--- src/rtl/paint_pkg.sv ---
package paint_pkg;

    typedef enum logic {
        FS_IDLE,
        FS_APPLY
    } frame_state_e;

    localparam int FLAG_LSB   = 16;
    localparam int FLAG_USED  = 5;
    localparam int BTN_PAINT  = 0;
    localparam int BTN_ERASE  = 1;
    localparam int BTN_COLOR  = 2;
    localparam int BTN_GROW   = 3;
    localparam int BTN_SHRINK = 4;

    localparam int STICK_W    = 8;
    localparam int STICK_X_LO = 8;
    localparam int STICK_Y_LO = 0;
    localparam int DEAD_ZONE  = 8;
    localparam int STEP_SHIFT = 4;
    localparam int DELTA_W    = STICK_W - STEP_SHIFT + 1;

    localparam int PAL_BITS   = 3;

    function automatic logic [31:0] palette_word(input logic [PAL_BITS-1:0] idx);
        return {8'hFF, {8{idx[2]}}, {8{idx[1]}}, {8{idx[0]}}};
    endfunction

endpackage

--- src/rtl/frame_seq.sv ---
module frame_seq
    import paint_pkg::*;
(
    input  logic clk,
    input  logic rst_n,
    input  logic frame_strobe,
    output logic capture,
    output logic apply
);

    frame_state_e state_q, state_d;

    // state register
    always_ff @(posedge clk) begin
        if (!rst_n) state_q <= FS_IDLE;
        else        state_q <= state_d;
    end

    // next state
    always_comb begin
        state_d = state_q;
        unique case (state_q)
            FS_IDLE:  state_d = frame_strobe ? FS_APPLY : FS_IDLE;
            FS_APPLY: state_d = frame_strobe ? FS_APPLY : FS_IDLE;
            default:  state_d = FS_IDLE;
        endcase
    end

    // outputs
    always_comb begin
        capture = 1'b0;
        apply   = 1'b0;
        unique case (state_q)
            FS_IDLE:  capture = frame_strobe;
            FS_APPLY: begin
                apply   = 1'b1;
                capture = frame_strobe;
            end
            default: ;
        endcase
    end

    AST_APPLY_AFTER_STROBE: assert property (@(posedge clk) disable iff (!rst_n)
        apply |-> $past(frame_strobe));

endmodule

--- src/rtl/axis_mover.sv ---
module axis_mover
    import paint_pkg::*;
#(
    parameter int CANVAS    = 800,
    parameter int PW        = 10,
    parameter int SZW       = 6,
    parameter bit INVERT    = 1'b0,
    parameter int RESET_POS = 400
) (
    input  logic                clk,
    input  logic                rst_n,
    input  logic                capture,
    input  logic                apply,
    input  logic [STICK_W-1:0]  stick,
    input  logic [SZW-1:0]      size_next,
    output logic [PW-1:0]       pos
);

    localparam int AW = PW + 2;

    logic signed [STICK_W-1:0]         stick_s;
    logic signed [STICK_W-STEP_SHIFT-1:0] shifted;
    logic signed [DELTA_W-1:0]         delta_d, delta_q;
    logic signed [AW-1:0]              base, lim, res;
    logic [PW-1:0]                     pos_q;
    logic                              spare_unused;

    assign stick_s = stick;
    assign shifted = STICK_W'(stick_s >>> STEP_SHIFT) >>> 0 ;

    always_comb begin
        if (stick_s > -DEAD_ZONE && stick_s < DEAD_ZONE)
            delta_d = '0;
        else if (INVERT)
            delta_d = -DELTA_W'(shifted);
        else
            delta_d = DELTA_W'(shifted);
    end

    always_ff @(posedge clk) begin
        if (!rst_n)       delta_q <= '0;
        else if (capture) delta_q <= delta_d;
    end

    always_comb begin
        lim  = $signed(AW'(CANVAS)) - $signed({{(AW-SZW){1'b0}}, size_next});
        base = $signed({2'b00, pos_q});
        if (apply)
            base = base + {{(AW-DELTA_W){delta_q[DELTA_W-1]}}, delta_q};
        if (base < 0)        res = '0;
        else if (base > lim) res = lim;
        else                 res = base;
    end

    always_ff @(posedge clk) begin
        if (!rst_n) pos_q <= PW'(RESET_POS);
        else        pos_q <= res[PW-1:0];
    end

    assign spare_unused = ^res[AW-1:PW];
    assign pos = pos_q;

    AST_POS_FREEZE: assert property (@(posedge clk) disable iff (!rst_n)
        (!apply && ($signed({2'b00, pos_q}) <= lim)) |=> $stable(pos_q));

endmodule

--- src/rtl/btn_edge_unit.sv ---
module btn_edge_unit
    import paint_pkg::*;
#(
    parameter int NFLAG = FLAG_USED
) (
    input  logic             clk,
    input  logic             rst_n,
    input  logic [NFLAG-1:0] btn,
    output logic [NFLAG-1:0] rise,
    output logic             paint_q,
    output logic             clear_q
);

    logic [NFLAG-1:0] prev_q;

    for (genvar f = 0; f < NFLAG; f++) begin : g_flag
        always_ff @(posedge clk) begin
            if (!rst_n) prev_q[f] <= 1'b1;
            else        prev_q[f] <= btn[f];
        end
        assign rise[f] = btn[f] & ~prev_q[f];
    end

    always_ff @(posedge clk) begin
        if (!rst_n) begin
            paint_q <= 1'b0;
            clear_q <= 1'b0;
        end else begin
            paint_q <= btn[BTN_PAINT];
            clear_q <= rise[BTN_ERASE];
        end
    end

    AST_CLEAR_SINGLE: assert property (@(posedge clk) disable iff (!rst_n)
        clear_q |=> !clear_q);
    AST_CLEAR_NEEDS_PRESS: assert property (@(posedge clk) disable iff (!rst_n)
        $rose(clear_q) |-> $past(btn[BTN_ERASE]));

endmodule

--- src/rtl/brush_attr_unit.sv ---
module brush_attr_unit
    import paint_pkg::*;
#(
    parameter int SIZE_MIN = 1,
    parameter int SIZE_MAX = 32,
    parameter int SZW      = 6
) (
    input  logic           clk,
    input  logic           rst_n,
    input  logic           color_rise,
    input  logic           grow_rise,
    input  logic           shrink_rise,
    output logic [SZW-1:0] size_q,
    output logic [SZW-1:0] size_next,
    output logic [31:0]    color
);

    logic [PAL_BITS-1:0] idx_q;

    always_comb begin
        size_next = size_q;
        if (grow_rise && !shrink_rise && size_q < SZW'(SIZE_MAX))
            size_next = size_q + 1'b1;
        else if (shrink_rise && !grow_rise && size_q > SZW'(SIZE_MIN))
            size_next = size_q - 1'b1;
    end

    always_ff @(posedge clk) begin
        if (!rst_n) begin
            size_q <= SZW'(SIZE_MIN);
            idx_q  <= '0;
        end else begin
            size_q <= size_next;
            if (color_rise) idx_q <= idx_q + 1'b1;
        end
    end

    assign color = palette_word(idx_q);

    AST_SIZE_BOUNDS: assert property (@(posedge clk) disable iff (!rst_n)
        (size_q >= SZW'(SIZE_MIN)) && (size_q <= SZW'(SIZE_MAX)));
    AST_COLOR_HOLD: assert property (@(posedge clk) disable iff (!rst_n)
        !color_rise |=> $stable(color));
    AST_SIZE_STEP: assert property (@(posedge clk) disable iff (!rst_n)
        (grow_rise && shrink_rise) |=> $stable(size_q));

endmodule

--- src/rtl/paint_brush_engine.sv ---
module paint_brush_engine
    import paint_pkg::*;
#(
    parameter int CANVAS_W = 800,
    parameter int CANVAS_H = 600,
    parameter int SIZE_MIN = 1,
    parameter int SIZE_MAX = 32,
    localparam int XW  = $clog2(CANVAS_W),
    localparam int YW  = $clog2(CANVAS_H),
    localparam int SZW = $clog2(SIZE_MAX + 1)
) (
    input  logic           clk,
    input  logic           rst_n,
    input  logic [29:0]    ctrl_status,
    input  logic           frame_strobe,
    output logic [31:0]    brush_color,
    output logic [XW-1:0]  cursor_x,
    output logic [YW-1:0]  cursor_y,
    output logic [SZW-1:0] brush_size,
    output logic           paint_active,
    output logic           clear_canvas
);

    logic                 capture, apply;
    logic [FLAG_USED-1:0] flags, rise;
    logic [SZW-1:0]       size_next;
    logic                 spare_unused;

    assign flags        = ctrl_status[FLAG_LSB +: FLAG_USED];
    assign spare_unused = ^{ctrl_status[29:FLAG_LSB+FLAG_USED], rise[BTN_PAINT], rise[BTN_ERASE]};

    frame_seq i_seq (
        .clk          (clk),
        .rst_n        (rst_n),
        .frame_strobe (frame_strobe),
        .capture      (capture),
        .apply        (apply)
    );

    btn_edge_unit #(.NFLAG(FLAG_USED)) i_btn (
        .clk     (clk),
        .rst_n   (rst_n),
        .btn     (flags),
        .rise    (rise),
        .paint_q (paint_active),
        .clear_q (clear_canvas)
    );

    brush_attr_unit #(
        .SIZE_MIN (SIZE_MIN),
        .SIZE_MAX (SIZE_MAX),
        .SZW      (SZW)
    ) i_attr (
        .clk         (clk),
        .rst_n       (rst_n),
        .color_rise  (rise[BTN_COLOR]),
        .grow_rise   (rise[BTN_GROW]),
        .shrink_rise (rise[BTN_SHRINK]),
        .size_q      (brush_size),
        .size_next   (size_next),
        .color       (brush_color)
    );

    axis_mover #(
        .CANVAS    (CANVAS_W),
        .PW        (XW),
        .SZW       (SZW),
        .INVERT    (1'b0),
        .RESET_POS (CANVAS_W / 2)
    ) i_axis_x (
        .clk       (clk),
        .rst_n     (rst_n),
        .capture   (capture),
        .apply     (apply),
        .stick     (ctrl_status[STICK_X_LO +: STICK_W]),
        .size_next (size_next),
        .pos       (cursor_x)
    );

    axis_mover #(
        .CANVAS    (CANVAS_H),
        .PW        (YW),
        .SZW       (SZW),
        .INVERT    (1'b1),
        .RESET_POS (CANVAS_H / 2)
    ) i_axis_y (
        .clk       (clk),
        .rst_n     (rst_n),
        .capture   (capture),
        .apply     (apply),
        .stick     (ctrl_status[STICK_Y_LO +: STICK_W]),
        .size_next (size_next),
        .pos       (cursor_y)
    );

    AST_BRUSH_INSIDE_X: assert property (@(posedge clk) disable iff (!rst_n)
        (int'(cursor_x) + int'(brush_size)) <= CANVAS_W);
    AST_BRUSH_INSIDE_Y: assert property (@(posedge clk) disable iff (!rst_n)
        (int'(cursor_y) + int'(brush_size)) <= CANVAS_H);
    AST_PAINT_LEVEL: assert property (@(posedge clk) disable iff (!rst_n)
        $rose(paint_active) |-> $past(ctrl_status[FLAG_LSB + BTN_PAINT]));

endmodule

--- config.mk ---
export PLATFORM = sky130hd
export DESIGN_NAME = paint_brush_engine
export DESIGN_NICKNAME = d
export VERILOG_FILES = /design/src/rtl/paint_pkg.sv /design/src/rtl/frame_seq.sv /design/src/rtl/axis_mover.sv /design/src/rtl/btn_edge_unit.sv /design/src/rtl/brush_attr_unit.sv /design/src/rtl/paint_brush_engine.sv
export SDC_FILE = /design/constraint.sdc
export NUM_CORES = 1
export LEC_CHECK = 0
export BUFFER_PORTS_ARGS = -buffer_cell sky130_fd_sc_hd__clkbuf_2
export CORE_MARGIN = 3
export CORE_UTILIZATION = 30
export DETAILED_ROUTE_END_ITERATION = 7
export GPL_TIMING_DRIVEN = 0
export HOLD_SLACK_MARGIN = 0.12
export PLACE_DENSITY = 0.55
export SLEW_MARGIN = 20
export SYNTH_ARGS = -nofsm -noshare
export SYNTH_HDL_FRONTEND = slang
export SYNTH_SLANG_ARGS = --single-unit
--- constraint.sdc ---
create_clock -name clk -period 10.1 [get_ports clk]
set_input_delay 2.02 -clock clk [delete_from_list [all_inputs] [get_ports clk]]
set_output_delay 2.02 -clock clk [all_outputs]
set_load 0.01 [all_outputs]
==> flow_summary.ini <==
[global_route]
grt_usage_pct = 14.2
overflow = 0
first_global_vias = 3615
grt_max_degree = 15
grt_antenna_before_repair = 0
grt_pass1_wl_um = 17500

[clock_network]
cts_tree = yes
clock_sinks = 45
clk_pin_slew_ns = 0.07
clockRootBuffer = clkbuf_16
clkLatencyLatePin_ns = 0.29
cts_inserted_buffers = 5
cts_max_level = 2
clock_path_buffers = 2
cts_resized = 0
ctsHoldBuffers = 0
postCtsSetupBuffers = 0

[layout]
syn_to_final_growth_pct = 19.5
final_cells = 745
antenna_cells = 0
stdcell_area_mm2 = 0.00486
drive_gt1_share_pct = 24.4
nets = 652
post-route-util_pct = 37.6
fillers = 1362

[synthesis]
synth_edf_count = 0
syn_inst = 483
netlist_area_mm2 = 0.00407
synth_common_cells = dfxtp_1 (45), ha_1 (45), nor2_1 (37)
synth_area_leaders = dfxtp_1 (22%), ha_1 (14%), buf_4 (5.4%)
yosys.area.top_type = dfxtp_1
ys.warnings.count = 0
synth.avg_cell_area_um2 = 8.42
async_reset_ff_share_pct = 0
synth_top_area_share_pct = 22.2
synth.yosys.seq_area_share_pct = 22.2
ys_types = 73
synthFlopType = dfxtp_1
ys_ff_latch = 45

[placement]
dpl.cell_count = 737
place_hpwl_um = 8770
portBuffers = 75
gp_congestion = 0.851
dpl_cell_area_mm2 = 0.00468

[drt]
drt_iter0_markers = 153
wl_per_cell_um = 14.4
viasPerCell = 5.00
vias = 3726
drc = 0
firstDrtPassIters = 5
postRouteAntennaNets = 0
finalWirelength_um = 10800

[setup_path]
slowest_delay_ns = 0.53
arrival_ns = 6.23
path_max_fanout = 10
start_kind = primary input
cp_slowest_cell = o31ai_4
cp_cell_sequence = clkbuf_2, nor2b_1, clkbuf_1, o311a_4, nor3_1, a211oi_1, ha_1, nand2b_1, o31ai_1, ha_1, and3_1, nand3_1, a21oi_1, o311ai_0, o41ai_2, o31ai_4, mux2i_1, nor2_1
cpMostUsedCell = ha_1
worstPathRequired_ns = 10.27
worstSetupEndpointType = flop
critPathKind = primary input to flop
reg2reg_slack_ns = 5.21

[timing]
hold_viol = 0
worst_pin_slew_ns = 0.626
fin_skew_ns = 0.00662
min_period_over_period_pct = 60.0
fin_crit_ns = 6.06
slew_violations = 0
rsz0062_at_grt = no
setup_tns_ns = 0
fmax_mhz = 165
finalSetupViolCount = 0
max_slew_margin_pct = 57.8

[floorplan]
boundaryPins = 93
die_h_um = 122
initial_core_util_pct = 31.5
core_area_mm2 = 0.0129
die_w_um = 122
dieArea_mm2 = 0.0150
rows = 41

[pwr]
finalPower_w = 0.000677
leakage_nw = 2.25
cellPowerDensity_mw_per_mm2 = 139
irDropWorstVdd_uv = 76.9

[run]
maxCapViolations = 0

[run_status]
status = complete, no violations

[hold_path]
hold_class = flop to flop
state kept, by name, summed over array words and instances, names as in the netlist:
name and flops:
i_btn.clear_q 1, i_btn.paint_q 1, i_axis_y.delta_q 5, i_axis_x.delta_q 4, i_axis_y.pos 10, i_attr.idx_q 3
i_btn.prev_q 4, i_seq.state_q 1, i_axis_x.pos 10, i_attr.size_q 6
final timing paths:
check,from,to,cells after the start
max,ctrl_status[20],i_axis_x.pos[3],18
min,i_btn.prev_q[1],i_btn.clear_q,1
max reg2reg,i_attr.size_q[0],i_axis_x.pos[3],17
min reg2reg,i_btn.prev_q[1],i_btn.clear_q,1
worst max-delay path: cells and delay by family:
kind | cells | cell delay, ns
compound gates | 7 | 2.32
simple gates | 6 | 0.66
fa+ha+maj | 2 | 0.59
buf+inv | 2 | 0.38
mux | 1 | 0.25
final cells by class:
cell class	instances	area [µm²]	area share, %
tap	172	215	4.43
clock buffer	6	139	2.86
timing repair buffer	75	375	7.72
multi-input combinational	378	2830	58.1
inverter	28	105	2.16
clock inverter	2	37.5	0.772
sequential	45	901	18.5
buffer	39	262	5.38
cell usage in the layout (no fill, tap or decap), types with 6 or more instances in the layout:
cell and instances:
xor2_1 6, clkbuf_1 9, ha_1 45, o21ai_0 19, xnor2_1 16, o21a_1 6
a211oi_1 15, conb_1 8, nor3_1 13, nand3_1 8, nand2_1 23, a21oi_1 21
nor2_1 37, mux2_2 6, nand4_1 9, nand2b_1 14, a21o_1 6, clkbuf_2 75
mux2i_1 12, dfxtp_1 45, nor2b_1 12, buf_4 29, a21boi_0 6, and2_1 9
inv_1 27
power by group:
| part | internal [W] | switching [W] | leakage, nW |
|---|---|---|---|
| Combinational | 0.000115 | 0.000149 | 1.80 |
| Clock | 0.000124 | 0.0000703 | 0.0831 |
| Sequential | 0.000197 | 0.0000218 | 0.371 |
| Total | 0.000436 | 0.000241 | 2.25 |
through the flow:
stage	hold slack (ns)	setup WS, ns
2_1_floorplan	0.367	4.61
4_1_cts	0.384	4.01
3_3_place_gp	0.371	3.76
6_report	0.382	4.04
3_5_place_dp	0.376	3.73
5_1_grt	0.395	3.56
per-layer routing:
layer	routed length [µm]	track usage, %	vias to the layer above
li1	-	-	1918
met1	4920	18.2	1734
met2	5430	25.8	64
met3	329	1.66	10
met4	75	2.52	0
met5	0	0	-
logic make-up (layout without fill, tap and decap cells):
kind of cell,Yosys count,after routing,synth area share (%)
mux,18,18,4.62
other cells,1,8,0.0922
buf+inv,67,150,9.02
flops,45,45,22.2
xor+xnor,24,24,5.54
simple gates,153,153,20.0
compound gates,128,128,23.7
fa+ha+maj,47,47,14.8
(Power assumes the default switching activity.)
